==> src/rtl/pfg_pkg.sv <==
`timescale 1ns/1ps
package pfg_pkg;
   localparam int CFG_W    = 8;
   localparam int BIT_BRK  = 7;
   localparam int BIT_STAT = 2;
   localparam int BIT_MODE = 1;
   localparam int BIT_EN   = 0;

   typedef struct packed {
      logic brk_en;
      logic cyc_mode;
      logic flt_en;
   } guard_cfg_t;
endpackage

==> src/rtl/pfg_sync.sv <==
`timescale 1ns/1ps
module pfg_sync #(
   parameter int   STAGES  = 2,
   parameter logic RST_VAL = 1'b1
) (
   input  logic clk,
   input  logic rst_n,
   input  logic d,
   output logic q
);
   logic [STAGES-1:0] chain;

   always_ff @(posedge clk or negedge rst_n) begin
      if (!rst_n) chain <= {STAGES{RST_VAL}};
      else        chain <= {chain[STAGES-2:0], d};
   end

   assign q = chain[STAGES-1];
endmodule

==> src/rtl/pfg_ctrl.sv <==
`timescale 1ns/1ps
module pfg_ctrl
   import pfg_pkg::*;
(
   input  logic             clk,
   input  logic             rst_n,
   input  logic             we,
   input  logic [CFG_W-1:0] wdata,
   output logic [CFG_W-1:0] rdata,
   input  logic             fault_sync_n,
   input  logic             period_start,
   input  logic             brk,
   output logic             blocked,
   output logic             force_idle
);
   guard_cfg_t cfg_q;
   logic       status_q;
   logic       status_nx;
   logic       blocked_nx;
   logic       fault_act;
   logic       sw_clr;
   logic       release_ok;

   assign fault_act = cfg_q.flt_en & ~fault_sync_n;
   assign sw_clr    = we & ~wdata[BIT_STAT];
   assign release_ok = cfg_q.cyc_mode ? 1'b1 : ~status_q;

   always_comb begin
      status_nx = status_q;
      if (!cfg_q.flt_en)               status_nx = 1'b0;
      else if (fault_act)              status_nx = 1'b1;
      else if (cfg_q.cyc_mode)         status_nx = (period_start && blocked) ? 1'b0 : status_q;
      else if (sw_clr)                 status_nx = 1'b0;
   end

   always_comb begin
      blocked_nx = blocked;
      if (!cfg_q.flt_en)                            blocked_nx = 1'b0;
      else if (fault_act)                           blocked_nx = 1'b1;
      else if (period_start && blocked && release_ok) blocked_nx = 1'b0;
   end

   always_ff @(posedge clk or negedge rst_n) begin
      if (!rst_n) begin
         cfg_q    <= '0;
         status_q <= 1'b0;
         blocked  <= 1'b0;
      end else begin
         if (we) begin
            cfg_q.brk_en   <= wdata[BIT_BRK];
            cfg_q.cyc_mode <= wdata[BIT_MODE];
            cfg_q.flt_en   <= wdata[BIT_EN];
         end
         status_q <= status_nx;
         blocked  <= blocked_nx;
      end
   end

   always_comb begin
      rdata           = '0;
      rdata[BIT_BRK]  = cfg_q.brk_en;
      rdata[BIT_STAT] = status_q;
      rdata[BIT_MODE] = cfg_q.cyc_mode;
      rdata[BIT_EN]   = cfg_q.flt_en;
   end

   assign force_idle = fault_act | blocked | (brk & cfg_q.brk_en);
endmodule

==> src/rtl/pfg_gate.sv <==
`timescale 1ns/1ps
module pfg_gate #(
   parameter int   N_CH     = 6,
   parameter logic IDLE_LVL = 1'b0
) (
   input  logic            force_idle,
   input  logic [N_CH-1:0] pwm_in,
   output logic [N_CH-1:0] pwm_out
);
   for (genvar ch = 0; ch < N_CH; ch++) begin : g_ch
      assign pwm_out[ch] = force_idle ? IDLE_LVL : pwm_in[ch];
   end
endmodule

==> src/rtl/pwm_fault_guard.sv <==
`timescale 1ns/1ps
module pwm_fault_guard
   import pfg_pkg::*;
#(
   parameter int   N_CH        = 6,
   parameter int   SYNC_STAGES = 2,
   parameter logic IDLE_LVL    = 1'b0
) (
   input  logic             clk,
   input  logic             rst_n,
   input  logic             cfg_we,
   input  logic [CFG_W-1:0] cfg_wdata,
   output logic [CFG_W-1:0] cfg_rdata,
   input  logic             period_start,
   input  logic             fault_n,
   input  logic             brk,
   input  logic [N_CH-1:0]  pwm_in,
   output logic [N_CH-1:0]  pwm_out
);
   if (N_CH < 1) begin : g_bad_nch
      $error("pwm_fault_guard: N_CH must be at least 1");
   end
   if (SYNC_STAGES < 2) begin : g_bad_sync
      $error("pwm_fault_guard: SYNC_STAGES must be at least 2");
   end

   logic fault_sync_n;
   logic blocked;
   logic force_idle;

   pfg_sync #(.STAGES(SYNC_STAGES), .RST_VAL(1'b1)) u_sync (
      .clk   (clk),
      .rst_n (rst_n),
      .d     (fault_n),
      .q     (fault_sync_n)
   );

   pfg_ctrl u_ctrl (
      .clk          (clk),
      .rst_n        (rst_n),
      .we           (cfg_we),
      .wdata        (cfg_wdata),
      .rdata        (cfg_rdata),
      .fault_sync_n (fault_sync_n),
      .period_start (period_start),
      .brk          (brk),
      .blocked      (blocked),
      .force_idle   (force_idle)
   );

   pfg_gate #(.N_CH(N_CH), .IDLE_LVL(IDLE_LVL)) u_gate (
      .force_idle (force_idle),
      .pwm_in     (pwm_in),
      .pwm_out    (pwm_out)
   );
endmodule

==> config.mk <==
export PLATFORM = sky130hd
export DESIGN_NAME = pwm_fault_guard
export DESIGN_NICKNAME = d
export VERILOG_FILES = /design/src/rtl/pfg_pkg.sv /design/src/rtl/pfg_sync.sv /design/src/rtl/pfg_ctrl.sv /design/src/rtl/pfg_gate.sv /design/src/rtl/pwm_fault_guard.sv
export SDC_FILE = /design/constraint.sdc
export NUM_CORES = 1
export LEC_CHECK = 0
export BUFFER_PORTS_ARGS = -buffer_cell sky130_fd_sc_hd__buf_2
export CAP_MARGIN = 20
export CORE_AREA = 2 2 39 41
export CTS_CLUSTER_SIZE = 16
export DETAILED_ROUTE_END_ITERATION = 6
export DIE_AREA = 0 0 41 43
export GPL_ROUTABILITY_DRIVEN = 1
export PLACE_DENSITY = 0.72
export SLEW_MARGIN = 40
export SYNTH_ARGS = -nofsm -noshare
export SYNTH_HDL_FRONTEND = slang
export SYNTH_HIERARCHICAL = 1
export SYNTH_SLANG_ARGS = --single-unit
==> constraint.sdc <==
create_clock -name clk -period 1.3 [get_ports clk]
set_input_delay 0.065 -clock clk [delete_from_list [all_inputs] [get_ports clk]]
set_output_delay 0.065 -clock clk [all_outputs]
set_load 0.005 [all_outputs]
==> metrics.md <==
| Metric | Value |
|---|---|
| Post-synthesis sequential area ratio | `0.5035` |
| Minimum clock period after layout | `1.485 ns` |
| Vias in the first global route | `313` |
| Starting Density | `0.2550` |
| Max Cap Viol | `0` |
| Final setup violation count | `6` |
| Synth Area per Inst | `11.38 um^2` |
| Setup crit end kind | `output port` |
| Ys Warns | `6` |
| Async SR Flop Fraction | `1.000` |
| # fillers | `144` |
| CP required | `1.24 ns` |
| Initial DRC Count | `0` |
| Final Net Count | `83` |
| Clock Tree Root | `clkbuf_4` |
| Layout cells sized above 1 | `0.5968` |
| Hold crit path type | `in -> reg` |
| Number of port buffers | `25` |
| Synth Register Bits | `7` |
| Mapped Cells | `31` |
| Fin. max-slew vios | `0` |
| Fin crit share | `1.142` |
| Mapped Area | `352.8 um^2` |
| Via-per-instance ratio | `4.064` |
| PnR worst setup slack | `-0.1847 ns` |
| Most frequent cells after synthesis | `nor2b_1 (6), buf_4 (5), dfrtp_1 (5), mux2_2 (3), dfstp_2 (2)` |
| Pwr dens | `1064 nW/um^2` |
| Die ar. | `1763 um^2` |
| DRC | `0` |
| Rows | `14` |
| Leak Pwr | `0.2820 nW` |
| Synth area leader | `dfrtp_1` |
| CTS HTree Levels | `1` |
| Initial antenna violation count | `0` |
| Setup Skew | `0.003485 ns` |
| Die Y | `43 um` |
| Overall routed net length | `762 um` |
| Avg WL per Cell | `9.769 um` |
| IO Count | `34` |
| Synth area leaders | `dfrtp_1 (35%), dfstp_2 (15%), buf_4 (11%)` |
| First-pass GRT wire length | `1.173 mm` |
| Peak Freq | `673.5 MHz` |
| # diodes | `0` |
| Num CTS Buffers | `3` |
| Top_reg_cell synth | `dfrtp_1` |
| Failing checks | `setup timing` |
| Pre-Repair DR Iteration Count | `1` |
| Crit start category | `flop` |
| Overflow after GRT | `0` |
| Most common cell in the netlist | `nor2b_1` |
| Dpl hpwl | `647 um` |
| Post-synth EDFFs | `0` |
| Final GP Congestion | `0.6358` |
| CP Class | `reg -> out` |
| Place WS | `0.02279 ns` |
| Skew-Pair Late Insertion Delay | `0.24 ns` |
| Total Power | `567.0 uW` |
| Sink Count | `7` |
| Setup TNS | `-1.067 ns` |
| Vias | `317` |
| RSZ-0062 raised after global routing | `true` |
| Layout area overhead | `51.06%` |
| Synth unique cells | `15` |
| Core ar. | `1384 um^2` |
| Yosys top cell area share | `0.3546` |
| CP Max Fanout | `6` |
| Hold Violations, Final | `0` |
| Die Wd | `41 um` |
| Clock transition at path regs | `0.05 ns` |
| Total GRT Usage | `0.1064` |
| Worst Path Arrival | `1.42 ns` |
| Clock tree from TritonCTS | `built` |
| Final core occ | `0.3852` |
| Status | `finished with violations` |
| DRT antenna net count | `0` |
| Peak supply drop | `574.6 uV` |
| Pin count of the biggest net entering global routing | `8` |
| Max Buffers Root-to-Sink | `2` |
layer usage:
| metal | vias up | track usage | wire length (um) |
|---|---|---|---|
| li1 | 159 | - | - |
| met1 | 137 | 0.1026 | 299 |
| met2 | 21 | 0.1656 | 378 |
| met3 | 0 | 0.03141 | 85 |
| met4 | 0 | 0.1000 | 0 |
| met5 | - | 0 | 0 |
per-stage QoR:
step	instance area, um^2	hold WS (ns)	std cells
floorplan	364.1	-0.2306	34
global placement	479.2	-0.09673	71
detailed placement	479.2	-0.09331	71
CTS	533.0	0.04519	78
global route	533.0	0.04262	78
finish	533.0	0.05878	78
flip-flops by register name, summed over array words and instances (netlist names):
name and count:
u_ctrl/blocked 1, u_ctrl/rdata 3, u_ctrl/status_q 1, u_sync/chain 2
timing repair:
item / in CTS / in global routing
resized for setup: 1 / 0
hold buffers: 2 / 0
pin swaps: 1 / 0
endpoints found under the setup margin: 6 / 6
buffers inserted: 1 / 0
hold endpoints to repair: 8 / 0
path summary, 6_finish.rpt:
| check | startpoint | depth (start not counted) | slack [ns] | to |
|---|---|---|---|---|
| min in group asynchronous | rst_n | 2 | 0.19 | u_ctrl/rdata[1] |
| hold reg to reg | u_sync/chain[0] | 0 | 0.35 | u_sync/chain[1] |
| max in group asynchronous | rst_n | 2 | 0.88 | u_sync/chain[1] |
| hold / removal | cfg_wdata[0] | 2 | 0.06 | u_ctrl/rdata[0] |
| setup reg to reg | u_sync/chain[1] | 4 | 0.19 | u_ctrl/status_q |
| setup / recovery | u_sync/chain[1] | 4 | -0.18 | pwm_out[4] |
where the power goes:
part	internal, mW	switching, mW	leakage, nW	total, mW
Sequential	0.241	0.0172	0.0812	0.258
Clock	0.117	0.0717	0.0150	0.188
Combinational	0.0722	0.0484	0.186	0.121
Total	0.430	0.137	0.282	0.567
cells by family (layout without fill, tap and decap cells):
logic type,after synthesis,count (layout),share of synthesized area
AO/OA/AOI/OAI,5,5,0.1241
other,1,4,0.01063
buffers and inverters,7,35,0.1277
AND/OR/NAND/NOR,8,8,0.1383
flip-flops,7,7,0.5035
multiplexers,3,3,0.09574
cell type report:
| type | count | area, um^2 | share of cell area |
|---|---|---|---|
| sequential | 7 | 177.7 | 0.3333 |
| clock buffer | 4 | 26.28 | 0.04930 |
| timing repair buffer | 29 | 160.2 | 0.3005 |
| tap | 16 | 20.02 | 0.03756 |
| multi-input combinational | 20 | 141.4 | 0.2653 |
| inverter | 2 | 7.507 | 0.01408 |
worst max-delay path: stages (launching register included):
cell	delay, ns
dfstp_2	0.52
inv_2	0.03
a221o_1	0.38
nor2b_1	0.13
buf_2	0.12
placed cells by master (no fill, tap or decap):
master and n:
a21boi_0 1, a221o_1 1, a22o_1 1, buf_2 25
buf_4 2, clkbuf_1 1, clkbuf_4 3, conb_1 4
dfrtp_1 5, dfstp_2 2, dlygate4sd3_1 2, inv_2 2
mux2_2 3, nand2b_1 1, nand3_1 1, nor2b_1 6
o21a_1 1, o311a_1 1
Note: power is estimated with default switching activity, not from simulation.
